$ cat config.mk
export PLATFORM = sky130hd
export DESIGN_NAME = bank_regfile
export DESIGN_NICKNAME = d
export VERILOG_FILES = /design/src/rtl/bank_regfile.sv
export SDC_FILE = /design/constraint.sdc
export NUM_CORES = 2
export LEC_CHECK = 0
export BUFFER_PORTS_ARGS = -buffer_cell sky130_fd_sc_hd__buf_2
export CORE_MARGIN = 2
export CORE_UTILIZATION = 65
export CTS_BUF_LIST = sky130_fd_sc_hd__clkbuf_8
export DETAILED_ROUTE_END_ITERATION = 8
export MAX_ROUTING_LAYER = met4
export PLACE_DENSITY_LB_ADDON = 0.3
export SETUP_SLACK_MARGIN = 0.02
export SYNTH_ARGS = -nofsm -noshare
export SYNTH_HDL_FRONTEND = slang
export SYNTH_SLANG_ARGS = --single-unit
$ cat constraint.sdc
create_clock -name clk -period 6.2 [get_ports clk]
set_input_delay 0.62 -clock clk [delete_from_list [all_inputs] [get_ports clk]]
set_output_delay 0.62 -clock clk [all_outputs]
set_load 0.01 [all_outputs]
$ cat src/rtl/bank_regfile.sv
module bank_regfile #(
  parameter int NBANKS   = 8,
  parameter int BANK_LSB = 12
) (
  input  logic        clk,
  input  logic        rst_n,
  input  logic [1:0]  acc_size,
  input  logic [3:0]  acc_idx,
  input  logic [23:0] wr_data,
  input  logic        wr_en,
  input  logic [15:0] status_word,
  input  logic        compat,
  output logic [23:0] rd_data,
  output logic        acc_err
);
  localparam int BW    = $clog2(NBANKS);
  localparam int NBYTE = NBANKS * 16;
  localparam int NEXT  = NBANKS * 4;

  logic [7:0] gpr [NBYTE];
  logic [7:0] ext [NEXT];

  logic [BW-1:0] bank;
  logic [2:0]    pair;
  logic [3:0]    byte_sel;
  logic [BW+3:0] a_lo, a_hi;
  logic [BW+1:0] a_ext;

  assign bank = status_word[BANK_LSB +: BW];

  assign acc_err = (acc_size == 2'b11) ||
                   (acc_size == 2'b01 && acc_idx[3]) ||
                   (acc_size == 2'b10 && (acc_idx[3] || !acc_idx[2]));

  assign byte_sel = (compat && acc_idx[3:2] == 2'b01) ? {2'b00, acc_idx[1:0]} : acc_idx;
  assign pair     = (compat && acc_size == 2'b01 && acc_idx[2:1] == 2'b01)
                    ? {2'b00, acc_idx[0]} : acc_idx[2:0];

  assign a_lo  = (acc_size == 2'b00) ? {bank, byte_sel} : {bank, pair, 1'b0};
  assign a_hi  = {bank, pair, 1'b1};
  assign a_ext = {bank, acc_idx[1:0]};

  always_comb begin
    rd_data = '0;
    if (!acc_err) begin
      case (acc_size)
        2'b00:   rd_data = {16'h0, gpr[a_lo]};
        2'b01:   rd_data = {8'h0, gpr[a_hi], gpr[a_lo]};
        default: rd_data = {ext[a_ext], gpr[a_hi], gpr[a_lo]};
      endcase
    end
  end

  always_ff @(posedge clk) begin
    if (!rst_n) begin
      for (int i = 0; i < NBYTE; i++) gpr[i] <= '0;
      for (int i = 0; i < NEXT; i++)  ext[i] <= '0;
    end else if (wr_en && !acc_err) begin
      gpr[a_lo] <= wr_data[7:0];
      if (acc_size != 2'b00) gpr[a_hi] <= wr_data[15:8];
      if (acc_size == 2'b10) ext[a_ext] <= wr_data[23:16];
    end
  end


  p_byte_zero_ext_r2: assert property (@(posedge clk) disable iff (!rst_n)
    acc_size == 2'b00 |-> (rd_data[23:8] == 16'h0 && !acc_err));


  p_pair_zero_ext_r3: assert property (@(posedge clk) disable iff (!rst_n)
    acc_size == 2'b01 |-> rd_data[23:16] == 8'h0);


  p_err_reads_zero_r7: assert property (@(posedge clk) disable iff (!rst_n)
    acc_err |-> rd_data == 24'h0);


  p_readback_r8: assert property (@(posedge clk) disable iff (!rst_n)
    ($past(wr_en && !acc_err) && $stable(acc_size) && $stable(acc_idx) &&
     $stable(bank) && $stable(compat))
    |-> (acc_size == 2'b00 ? rd_data[7:0]  == $past(wr_data[7:0]) :
         acc_size == 2'b01 ? rd_data[15:0] == $past(wr_data[15:0]) :
                             rd_data       == $past(wr_data)));
endmodule

Word level (Yosys, flattened, before mapping)
Memory sizes are Yosys's and may differ from the RTL's. Index checks and enable logic that the tools add are counted.

Memory bits (writable): 1280. Memories kept: 2. Output and inout bits: 25. Word-level logic and storage cells: 49. Bits in registers: 0.

Muxes and demuxes: 26. Equal/unequal tests: 5. Reductions and logical operators: 16.

Memories: gpr (words 128, bits a word 8, read ports 2, clocked after Yosys merged registers in 0, write ports 128, line 20) `logic [7:0] gpr [NBYTE];`; ext (words 32, bits a word 8, read ports 1, clocked after Yosys merged registers in 0, write ports 32, line 21) `logic [7:0] ext [NEXT];`.

Operators by type and width (count): $pmux W24 S2 (1); $mux W24 (1); $mux W8 (3); $reduce_or A8 Y1 (3); $mux W1 (15); $mux W7 (2); $mux W4 (2); $eq A2 B1 Y1 const B (3); $logic_and A1 B1 Y1 (6); $mux W5 (1); $eq A2 B2 Y1 const B (2); $logic_or A1 B1 Y1 (3); $mux W3 (1); $logic_not A1 Y1 (2); $logic_not A2 Y1 (1); $reduce_bool A2 Y1 (1).

Logic depth before layout (Yosys ltp)
Word-level depth: 11. Mapped depth: 12. Depth with buffers taken out: 7.

Worst setup path before layout
Ideal clock, no wire load.

Path kind: input port to output port. From: input port acc_idx[3]. To: output port rd_data[3]. Arrival: 2.906 ns. Data required time: 5.580 ns. Path buffers: 4. Stages on the path: 11. Path slack: 2.674 ns. Cell sequence: buf_6 -> or4b_1 -> buf_2 -> o211a_1 -> buf_6 -> buf_6 -> mux2i_1 -> a221o_1 -> a211oi_1 -> nand4_1 -> nor4_1.

Cells in the longest elaborated chain, start to end: 7.

RTL lines: start: declaration (line 8) `input logic [3:0] acc_idx,`; $eq A2 B1 Y1 (line 35) `assign byte_sel = (compat && acc_idx[3:2] == 2'b01) ? {2'b00, acc_idx[1:0]} : acc_idx;`; $logic_and A1 B1 Y1 (line 35); $mux W4 (line 35); $mux W4 (line 39) `assign a_lo = (acc_size == 2'b00) ? {bank, byte_sel} : {bank, pair, 1'b0};`; $mem_v2 Z128 W8; $pmux W24 S2 (line 46) `case (acc_size)`; $mux W24 * (line 45) `if (!acc_err) begin`; end: declaration (line 13) `output logic [23:0] rd_data,`.

Every way passes the cells marked *; elsewhere a longest branch is shown, timed or not.

Worst setup path in the final report
From: input port acc_size[1]. To: output port rd_data[7].

Cells in the longest elaborated chain, start to end: 8.

RTL lines: start: declaration (line 7) `input logic [1:0] acc_size,`; $eq A2 B1 Y1 (line 32, 36); $logic_and A1 B1 Y1 (2 in series) (line 36) `assign pair = (compat && acc_size == 2'b01 && acc_idx[2:1] == 2'b01)`; $mux W3 (line 37) `? {2'b00, acc_idx[0]} : acc_idx[2:0];`; $mux W4 (line 39); $mem_v2 Z128 W8; $pmux W24 S2 (line 46); $mux W24 * (line 45).

Marks and branches as above.

==> impl_metrics.ini <==
[global_routing]
antenna_found_initial = 15
grt_pass1_vias = 45900
grt_pass1_wl_um = 329000
grt_usage_pct = 46.0
grt_max_degree = 79
overflow = 0

[detailed_routing]
detail-route-antenna-nets = 0
drc = 3
via_per_inst = 7.72
first_iter_violations = 10200
dr_total_vias = 48900
wl_per_cell_um = 36.8
drt-total-wl_um = 233000
firstDrtPassIters = 9

[worst_hold_path]
hold_class = input port to register

[layout]
area_growth_pct = 8.12
fill_cells = 6743
drive_gt1_share_pct = 19.4
multi_input_area_mm2 = 0.0261
final_cell_mix = edfxtp_1, and2_1, a22o_1
fin_nets = 4840
seqCellArea_mm2 = 0.0384
mostFrequentLayoutCell = edfxtp_1

[power]
leakagePower_uw = 0.0244
p_per_area_mw_per_mm2 = 273
irDropWorstVdd_uv = 228
p_total_uw = 19600

[clock_tree]
clock-sinks = 1280
cts_hold_buf = 0
htree_levels = 4
post_cts_buffers = 0
cts_buffers = 204
root_buffer = clkbuf_8
clkTransAtPathRegs_ns = 0.07
cts_tree = yes
ctsResizeCount = 0
cts_buffer_depth = 3

[floorplanning]
die_x_um = 324
initial_utilization_pct = 65.4
die-area_mm2 = 0.105
ios = 75
core_area_mm2 = 0.102
fp.dieH_um = 324
core.rowCount = 117

[worst_setup_path]
cp-end-kind = primary output
worstPathRequired_ns = 5.58
cp_max_fo = 32
path_class = input port to primary output
cp-start-kind = input port
arrival_ns = 5.50

[timing]
drv_slew = 4
min_period_ns = 6.12
fmax_mhz = 163
worstMarginPinSlew_ns = 1.61
maxSlewHeadroom_pct = -10.3
rsz0062_at_grt = false
layout_setup_ws_ns = 0.0755
finalCritPeriodShare_pct = 98.8
setup_viol = 0
hold_viol = 0
tns_ns = 0

[yosys]
synthXorXnorAreaFrac_pct = 0
synthArstFlopShare_pct = 0
synth.cell_area_mm2 = 0.0664
synthCells = 4842
yosysUniqueCellTypes = 86
ys_ff_latch = 1280
yosys_warnings = 0
synth.area.mux_share_pct = 13.6
synth_edf_count = 1280
synth_compound_area_share_pct = 12.4
synth_top_family_by_area = multiplexers
synthFlopType = edfxtp_1
synth.avg_cell_area_um2 = 13.7
yosysSeqAreaShare_pct = 57.9
synthSimpleGateAreaFrac_pct = 13.0
synth_nets = 4892
synthAdderAreaFrac_pct = 0

[placement]
port-buffer-count = 61
gp_congestion = 1.07
place_hpwl_um = 151000
pre_cts_slack_ns = 0.513

[job]
cap_violations = 2

[status]
status = finished, violations left
violations = DRC, capacitance limit, slew limit
critical path, stage by stage:
cell and delay, ns:
buf_2 0.29, or4b_1 0.77, o211a_4 0.40, nor2_2 1.10
a22oi_1 0.49, a22oi_1 0.28, nand3_1 0.27, nor4_1 0.88
buf_4 0.23, buf_2 0.12
synthesized netlist by cell type (5+ instances only):
master     instances  area (um^2)
a21oi_1           36          180
and2_1           790         4940
nand2_1          227          852
o2111ai_1         12          105
o311ai_0           5         43.8
or3_1             12         75.1
or3b_2            28          245
nor3_2            11          110
a31oi_1           36          225
o211ai_1          13         97.6
clkbuf_1         328         1230
o32ai_1            5         43.8
nand2b_1           5         31.3
nor2_1           275         1030
o221ai_1          56          490
a22o_1           522         4570
a22oi_1           28          210
buf_2             91          455
o21a_1             5         37.5
nor4_2             5         62.6
and3_1            24          150
a31o_2             7         61.3
mux2i_1           75          751
a211oi_1          44          330
a311oi_1          11         96.3
o22ai_1           35          219
buf_1             48          180
nor4_1            10         62.6
nor3_1            61          305
a2111oi_0          9         78.8
mux2_2            16          180
a221oi_1          20          175
edfxtp_1        1280        38400
mux4_2           361         8130
buf_4             14          105
nand4_1           19          119
nand3_1           70          350
o21ai_0          150          751
report_power, final:
group	switching (uW)	internal, uW
clock	3490	3520
sequential	239	9960
combinational	1640	750
total	5360	14200
worst paths after layout:
kind	start	to	slack, ns	cells after the start
setup / recovery	acc_size[1]	rd_data[7]	0.08	10
hold / removal	wr_data[10]	gpr[65][2]	0.32	2
registers in the layout, indices dropped and copies added, names as in the netlist:
register	cells
ext	256
gpr	1024
cell families after synthesis:
family / Yosys count
AO/OA/AOI/OAI: 1051
buffers and inverters: 490
flip-flops: 1280
multiplexers: 452
AND/OR/NAND/NOR: 1569
per-stage QoR:
step	instances	hold WS (ns)	util, %	area, um^2
floorplan	4842	0.818	-	66400
global placement	5952	1.24	66.9	67900
detailed placement	5952	1.23	66.9	67900
CTS	6313	0.266	70.6	71800
global route	6327	0.326	70.7	71800
finish	6328	0.318	70.7	71800
layer usage:
metal / share of wire (%) / vias to the layer above / track usage [%]
met5: 0 / - / -
met4: 9.1 / 0 / 30.1
met3: 18 / 1318 / 18.5
met2: 42 / 5140 / 63.3
met1: 31 / 23400 / 56.2
li1: - / 19100 / -
area by class of cell:
class | instances | area share, %
inverters | 4 | 0.0331
clock buffers | 207 | 3.97
repair buffers | 228 | 2.38
diodes | 15 | 0.0523
well taps | 1368 | 2.38
flip-flops and latches | 1280 | 53.5
multi-input cells | 3072 | 36.3
clock inverters | 154 | 1.33
(Power assumes the default switching activity.)
